==> src/rtl/seq_pkg.sv <==
package seq_pkg;

    localparam int SEQ_WORD_W = 16;
    localparam int SEQ_STEPS  = 4;
    localparam int SEQ_POS_W  = $clog2(SEQ_STEPS + 1);
    localparam int SEQ_ACC_W  = 8;

    typedef enum logic [0:0] {
        ST_START = 1'b0,
        ST_STEP  = 1'b1
    } seq_state_e;

    // Output pattern for each position (0 is the start entry).
    function automatic logic [SEQ_WORD_W-1:0] pattern_of(input logic [SEQ_POS_W-1:0] idx);
        logic [SEQ_WORD_W-1:0] p;
        case (idx)
            3'd1:    p = 16'h0021;
            3'd2:    p = 16'h0011;
            3'd3:    p = 16'h0014;
            3'd4:    p = 16'h0012;
            default: p = 16'h0000;
        endcase
        return p;
    endfunction

    // Dwell preset, in ticks, for each position.
    function automatic logic [SEQ_ACC_W-1:0] preset_of(input logic [SEQ_POS_W-1:0] idx);
        logic [SEQ_ACC_W-1:0] d;
        case (idx)
            3'd1:    d = 8'd25;
            3'd2:    d = 8'd5;
            3'd3:    d = 8'd25;
            3'd4:    d = 8'd5;
            default: d = 8'd0;
        endcase
        return d;
    endfunction

endpackage

==> src/rtl/dwell_timer.sv <==
module dwell_timer #(
    parameter int ACC_W = 8
) (
    input  logic             clk,
    input  logic             rst,
    input  logic             tick,
    input  logic             en,
    input  logic [ACC_W-1:0] preset,
    output logic             expire
);
    logic [ACC_W-1:0] acc_q;
    logic [ACC_W:0]   acc_inc;
    logic [ACC_W:0]   limit;
    logic             counting;

    assign counting = tick & en;
    assign acc_inc  = {1'b0, acc_q} + {{ACC_W{1'b0}}, 1'b1};
    // A zero preset still needs one counted tick.
    assign limit    = (preset == '0) ? {{ACC_W{1'b0}}, 1'b1} : {1'b0, preset};
    assign expire   = counting && (acc_inc >= limit);

    always_ff @(posedge clk) begin
        if (rst) begin
            acc_q <= '0;
        end else if (expire) begin
            acc_q <= '0;
        end else if (counting) begin
            acc_q <= acc_inc[ACC_W-1:0];
        end
    end
endmodule

==> src/rtl/masked_word_reg.sv <==
module masked_word_reg #(
    parameter int          WORD_W     = 16,
    parameter logic [15:0] MASK       = 16'h0077,
    parameter logic [15:0] RESET_WORD = 16'h0000
) (
    input  logic              clk,
    input  logic              rst,
    input  logic              load,
    input  logic [WORD_W-1:0] pattern,
    output logic [WORD_W-1:0] word
);
    localparam logic [WORD_W-1:0] M    = MASK[WORD_W-1:0];
    localparam logic [WORD_W-1:0] INIT = RESET_WORD[WORD_W-1:0] & ~M;

    always_ff @(posedge clk) begin
        if (rst) begin
            word <= INIT;
        end else if (load) begin
            word <= (word & ~M) | (pattern & M);
        end
    end
endmodule

==> src/rtl/masked_dwell_sequencer.sv <==
module masked_dwell_sequencer
    import seq_pkg::*;
#(
    parameter logic [15:0] MASK       = 16'h0077,
    parameter logic [15:0] RESET_WORD = 16'h0000
) (
    input  logic                  clk,
    input  logic                  rst,
    input  logic                  sec_tick,
    input  logic                  run_en,
    output logic [SEQ_WORD_W-1:0] out_word,
    output logic [SEQ_POS_W-1:0]  step_pos,
    output logic                  step_done
);
    localparam logic [SEQ_POS_W-1:0] POS_FIRST = SEQ_POS_W'(1);
    localparam logic [SEQ_POS_W-1:0] POS_LAST  = SEQ_POS_W'(SEQ_STEPS);

    seq_state_e           st_q, st_n;
    logic [SEQ_POS_W-1:0] pos_q, pos_n;
    logic                 expire;
    logic [SEQ_ACC_W-1:0] cur_preset;
    logic [SEQ_WORD_W-1:0] next_pattern;
    logic                 done_q;

    assign cur_preset   = preset_of(pos_q);
    assign next_pattern = pattern_of(pos_n);

    dwell_timer #(
        .ACC_W (SEQ_ACC_W)
    ) u_timer (
        .clk    (clk),
        .rst    (rst),
        .tick   (sec_tick),
        .en     (run_en),
        .preset (cur_preset),
        .expire (expire)
    );

    // Next-state: ADV_FIRST, ADV_NEXT, ADV_WRAP
    always_comb begin
        st_n  = st_q;
        pos_n = pos_q;
        if (expire) begin
            unique case (st_q)
                ST_START: begin
                    st_n  = ST_STEP;
                    pos_n = POS_FIRST;
                end
                ST_STEP: begin
                    pos_n = (pos_q == POS_LAST) ? POS_FIRST : pos_q + SEQ_POS_W'(1);
                end
            endcase
        end
    end

    // State register
    always_ff @(posedge clk) begin
        if (rst) begin
            st_q   <= ST_START;
            pos_q  <= '0;
            done_q <= 1'b0;
        end else begin
            st_q   <= st_n;
            pos_q  <= pos_n;
            done_q <= expire;
        end
    end

    masked_word_reg #(
        .WORD_W     (SEQ_WORD_W),
        .MASK       (MASK),
        .RESET_WORD (RESET_WORD)
    ) u_word (
        .clk     (clk),
        .rst     (rst),
        .load    (expire),
        .pattern (next_pattern),
        .word    (out_word)
    );

    // Outputs
    always_comb begin
        step_pos  = pos_q;
        step_done = done_q;
    end
endmodule

==> config.mk <==
export PLATFORM = sky130hd
export DESIGN_NAME = masked_dwell_sequencer
export DESIGN_NICKNAME = d
export VERILOG_FILES = /design/src/rtl/seq_pkg.sv /design/src/rtl/dwell_timer.sv /design/src/rtl/masked_word_reg.sv /design/src/rtl/masked_dwell_sequencer.sv
export SDC_FILE = /design/constraint.sdc
export NUM_CORES = 1
export LEC_CHECK = 0
export BUFFER_PORTS_ARGS = -buffer_cell sky130_fd_sc_hd__buf_2
export CORE_MARGIN = 2
export CORE_UTILIZATION = 40
export DETAILED_ROUTE_END_ITERATION = 7
export PLACE_DENSITY = 0.66
export SLEW_MARGIN = 20
export SYNTH_ARGS = -nofsm -noshare
export SYNTH_HDL_FRONTEND = slang
export SYNTH_SLANG_ARGS = --single-unit
==> constraint.sdc <==
create_clock -name clk -period 2.7 [get_ports clk]
set_input_delay 0.54 -clock clk [delete_from_list [all_inputs] [get_ports clk]]
set_output_delay 0.54 -clock clk [all_outputs]
set_load 0.01 [all_outputs]
Word-level counts from Yosys, hierarchy flattened
Index checks and enable logic that the tools add are counted.
{ "classes": {"n_addsub": 2, "magnitude_cmp": 1, "n_eq_ne": 8, "mux": 6, "bitwise": 3, "n_reduce_logical": 5} }
{ "op_table": {"columns": ["operator", "n"], "rows": [
  ["6-bit one-hot mux with 4 select lines", 1],
  ["16-bit by 6-bit bitwise OR with 16-bit output", 1],
  ["3-bit by 2-bit equality test with 1-bit output, second input constant", 4],
  ["5-bit one-hot mux with 2 select lines", 1],
  ["8-bit by 1-bit adder with 9-bit output, second input constant", 1],
  ["9-bit >= comparator", 1],
  ["8-bit logical NOT", 1],
  ["3-bit by 1-bit equality test with 1-bit output, second input constant", 2],
  ["3-bit equality test, second input constant", 2],
  ["3-bit two-way mux", 2],
  ["3-bit one-hot mux with 2 select lines", 1],
  ["2-bit OR reduction", 3],
  ["5-bit two-way mux", 1],
  ["3-bit by 1-bit adder with 3-bit output, second input constant", 1],
  ["1-bit AND", 1],
  ["1-bit logical AND", 1],
  ["1-bit NOT", 1]
]} }
{ "totals": {"regBits": 29, "input_bits": 4, "output_inout_bits": 20} }

Depth between registers and ports, before layout
{ "logic_depth": {"depth_word": 11, "mapped_depth": 11, "depth_no_buf": 10} }

Cells and area by module
Synthesis repeated with hierarchy kept, for this count alone.
{ "unflattened": {"hier_cells": 157, "area_unflattened_um2": 1366.3} }
{ "modules_own_cells": {"columns": ["module", "instances", "cells_per_inst", "area_each_um2", "seq_area_each_um2"], "rows": [
  ["dwell_timer", 1, 85, 703.2, 160.2],
  ["masked_dwell_sequencer", 1, 42, 370.4, 100.1],
  ["masked_word_reg", 1, 30, 292.8, 120.1]
]} }

Least setup slack after synthesis
No wires, ideal clock.
{ "synth_timing": {"path_kind": "register to register", "startpoint": "reg pos_q[0] (netlist: step_pos[0])", "endpoint": "reg pos_q[1] (netlist: step_pos[1])", "setup_ns": 0.123, "t_arrival_ns": 2.340, "path_slack_ns": 0.237, "stages_incl_launch_ff": 12, "path_buffers": 1, "path_cell_list": "dfxtp_1 > inv_1 > ha_1 > nand2_1 > a21boi_0 > ha_1 > o21ai_0 > nor2_1 > o21a_1 > o21ai_2 > buf_6 > mux2_1"} }
{ "synth_via": {"elab_chain_len": 8} }
{ "synth_rtl": {"columns": ["item", "line_no", "rtl"], "rows": [
  ["start, declared", "masked_dwell_sequencer.sv:19", "logic [SEQ_POS_W-1:0] pos_q, pos_n;"],
  ["start signal, assigned", "masked_dwell_sequencer.sv:64", "pos_q <= pos_n;"],
  ["3-bit equality test, or another cell as far along", "seq_pkg.sv:29, masked_dwell_sequencer.sv:50", null],
  ["2-bit OR reduction (no line)", null, null],
  ["5-bit one-hot mux with 2 select lines", "seq_pkg.sv:29", "case (idx)"],
  ["8-bit logical NOT", "dwell_timer.sv:19", "assign limit = (preset == '0) ? {{ACC_W{1'b0}}, 1'b1} : {1'b0, preset};"],
  ["5-bit two-way mux", "dwell_timer.sv:19", null],
  ["9-bit >= comparator", "dwell_timer.sv:20", "assign expire = counting && (acc_inc >= limit);"],
  ["1-bit logical AND", "dwell_timer.sv:20", null],
  ["3-bit two-way mux *", "masked_dwell_sequencer.sv:43", "if (expire) begin"]
]} }
Mark *: on every way between the ends. The rest lies on a longest branch, timed or not.
A chain may end at the register's enable or synchronous reset.

Worst setup path after layout
{ "layout_timing": {"startpoint": "reg pos_q[0] (netlist: step_pos[0])", "endpoint": "reg u_word.word[4]"} }
{ "layout_via": {"elab_chain_len": 11} }
{ "layout_rtl": {"columns": ["item", "line_no", "rtl"], "rows": [
  ["3-bit equality test, or another cell as far along", "seq_pkg.sv:29, masked_dwell_sequencer.sv:50", null],
  ["2-bit OR reduction (no line)", null, null],
  ["5-bit one-hot mux with 2 select lines", "seq_pkg.sv:29", null],
  ["8-bit logical NOT", "dwell_timer.sv:19", null],
  ["5-bit two-way mux", "dwell_timer.sv:19", null],
  ["9-bit >= comparator", "dwell_timer.sv:20", null],
  ["1-bit logical AND", "dwell_timer.sv:20", null],
  ["3-bit two-way mux", "masked_dwell_sequencer.sv:43", null],
  ["3-bit equality test, or another cell as far along", "seq_pkg.sv:16", "case (idx)"],
  ["6-bit one-hot mux with 4 select lines", "seq_pkg.sv:16", null],
  ["16-bit by 6-bit bitwise OR with 16-bit output", "masked_word_reg.sv:19", "word <= (word & ~M) | (pattern & M);"],
  ["end signal, assigned", "masked_word_reg.sv:19", null],
  ["end, declared", "masked_word_reg.sv:10", "output logic [WORD_W-1:0] word"]
]} }
Several ways; a longest one is shown, not always the timed one.

==> summary.txt <==
Status: finished, final reports clean
Critical path data required time: 2.89 ns
CTS Buffer Depth: 2
Critical Path Fanout Max: 9
Initial Utilization: 42.7%
Syn_area_per_cell: 8.67 um^2
Layout cells sized above 1: 21.9%
Max Clk Rate: 0.398 GHz
Initial antenna violation count: 0
First-pass GRT wire length: 3920 um
CTS tree: done
Final setup TNS: 0 ns
Top_reg_cell synth: dfxtp_1
Num CTS Buffers: 3
Post-detail-place hpwl: 1690 um
Vias in the first global route: 902
Clock-pin slew on the worst setup and hold paths: 0.12 ns
Startpoint Class: flip-flop
Fin Clk Skew: 0.0119 ns
Clk root buf: clkbuf_4
Postcts setup bufs: 0
Yosys warning count: 0
Gr ovfl total: 0
Final setup fails: 0
DRT Wirelength: 2280 um
DR iter-0 viols: 43
Die X: 58.5 um
Area occupied by multi-input gates: 732 um^2
Max-cap viol count: 0
I/O Pins: 24
Initial DRT Pass Iterations: 4
DR WL/cell: 12.5 um
Fin. max-slew vios: 0
Mapped cell area: 1190 um^2
Skew-Pair Late Insertion Delay: 0.30 ns
Pin count of the biggest net entering global routing: 26
Row Count: 19
FF+latch area: 362 um^2
Crit. End Element: flip-flop
Post-synth EDFFs: 0
Peak supply drop: 0.391 mV
Fin. Hold Viols: 0
Hold/Removal Path Class: flip-flop to flip-flop
DRC viols: 0
RePlAce Congestion: 0.809
ANT nets after route: 0
Die H: 58.5 um
Crit path time final: 2.51 ns
Synth Instances: 137
Power Density: 407 nW/um^2
Number of port buffers: 12
Tcrit/Tclk final: 92.9%
Yosys reg bits: 18
LEAKAGE: 0.547 nW
Vias: 945
Clock tree sinks: 18
CP arrival: 2.70 ns
Total die area: 3420 um^2
Layout Nets: 166
Area Growth Syn to Fin: 8.85%
Ant diodes: 0
Async SR Flop Fraction: 0%
RSZ-0062 raised after global routing: false
Hold WS: 0.483 ns
Gr usage total: 14.5%
H-tree Lvls: 1
Register area share after synthesis: 30.3%
CP Class: flip-flop to flip-flop
Vias per cell: 5.19
Distinct cell type count after synthesis: 44
CORE AREA: 2780 um^2
Fill cell count: 293
## what timing repair did
| item | CTS | global route |
|---|---|---|
| hold buffers | 0 | 0 |
| endpoints found under the hold margin | 0 | 0 |
| gates resized for setup | 0 | 5 |
| endpoints found under the setup margin | 0 | 10 |
## Yosys cell counts, types with 2 or more instances
cell       n  area [um^2]
dfxtp_1   18          360
a21oi_1   11         55.1
buf_4     11         82.6
nand2_1   11         41.3
ha_1      10          125
nor2_1    10         37.5
inv_1      8         30.0
mux2_1     5         56.3
nor2b_1    4         25.0
o21ai_0    4         20.0
clkbuf_1   3         11.3
nor3_1     3         15.0
a211o_2    2         20.0
and2_1     2         12.5
nand2b_1   2         12.5
nand3_1    2         10.0
nor3b_1    2         15.0
or3_1      2         12.5
xnor2_1    2         17.5
## power breakdown
part	switching, W	internal, W
Clock	0.0000890	0.0000822
Sequential	0.00000408	0.000273
Combinational	0.0000489	0.0000288
Total	0.000142	0.000384
## critical path, cell delays in order (launching register included)
cell,delay (ns)
dfxtp_1,0.37
inv_1,0.10
ha_1,0.22
nand2_1,0.12
a21boi_2,0.19
ha_1,0.24
o21ai_0,0.17
nor2_1,0.06
o21a_1,0.24
o21ai_2,0.18
buf_6,0.16
mux2_2,0.34
## routing by layer
metal / wire length, um / vias up / track usage [%]
met5: 0 / - / 0
li1: - / 477 / -
met4: 0 / 0 / 2.99
met2: 1140 / 23 / 24.6
met3: 125 / 0 / 5.27
met1: 1020 / 445 / 17.8
## metrics by stage
stage / power (W) / setup slack (ns) / instances / area, um^2 / util, %
after floorplan: 0.000347 / 0.237 / 147 / 1220 / -
final: 0.000526 / 0.191 / 182 / 1290 / 46.5
after detailed placement: 0.000359 / 0.0477 / 178 / 1240 / 44.7
after CTS: 0.000535 / 0.00216 / 182 / 1280 / 46.0
after global placement: 0.000357 / 0.114 / 178 / 1240 / 44.7
after global routing: 0.000554 / 0.0293 / 182 / 1290 / 46.5
## layout by cell type, fill, tap and decap left out, types with 3 or more instances in the layout
cell type,Yosys,layout
nor2b_1,4,4
mux2_1,5,5
nand2_1,11,11
nor2_1,10,10
conb_1,1,11
buf_2,1,12
o21ai_0,4,4
a21oi_1,11,10
buf_4,11,3
dfxtp_1,18,17
nor3_1,3,3
inv_1,8,8
ha_1,10,10
clkbuf_4,0,3
## logic make-up (layout without fill, tap and decap cells)
kind of cell             Yosys count  count (layout)  share of synthesized area (%)
AND/OR/NAND/NOR                   48              48                           21.9
AO/OA/AOI/OAI                     26              26                           16.3
buffers and inverters             24              28                           11.8
flip-flops                        18              18                           30.3
adder cells (fa/ha/maj)           10              10                           10.5
multiplexers                       7               7                           6.53
XOR/XNOR                           3               3                           2.21
other                              1              11                          0.316
## registers in the layout (all words and copies together), names as in the netlist
signal	flops
st_q	1
step_pos	3
step_done	1
u_word.word	5
u_timer.acc_q	8
## final timing paths
kind / cells past startpoint / slack [ns] / from / end
max: 11 / 0.19 / step_pos[0] / u_word.word[4]
min: 2 / 0.48 / u_word.word[5] / u_word.word[5]
max reg2reg: 11 / 0.19 / step_pos[0] / u_word.word[4]
min reg2reg: 2 / 0.48 / u_word.word[5] / u_word.word[5]
## cell type report
class	count	area share (%)
clock buffers	4	2.81
inverters	8	2.32
multi-input cells	105	56.6
flip-flops and latches	18	28.0
well taps	31	3.00
repair buffers	16	7.26
No activity file was read; power rests on OpenSTA's default activity.
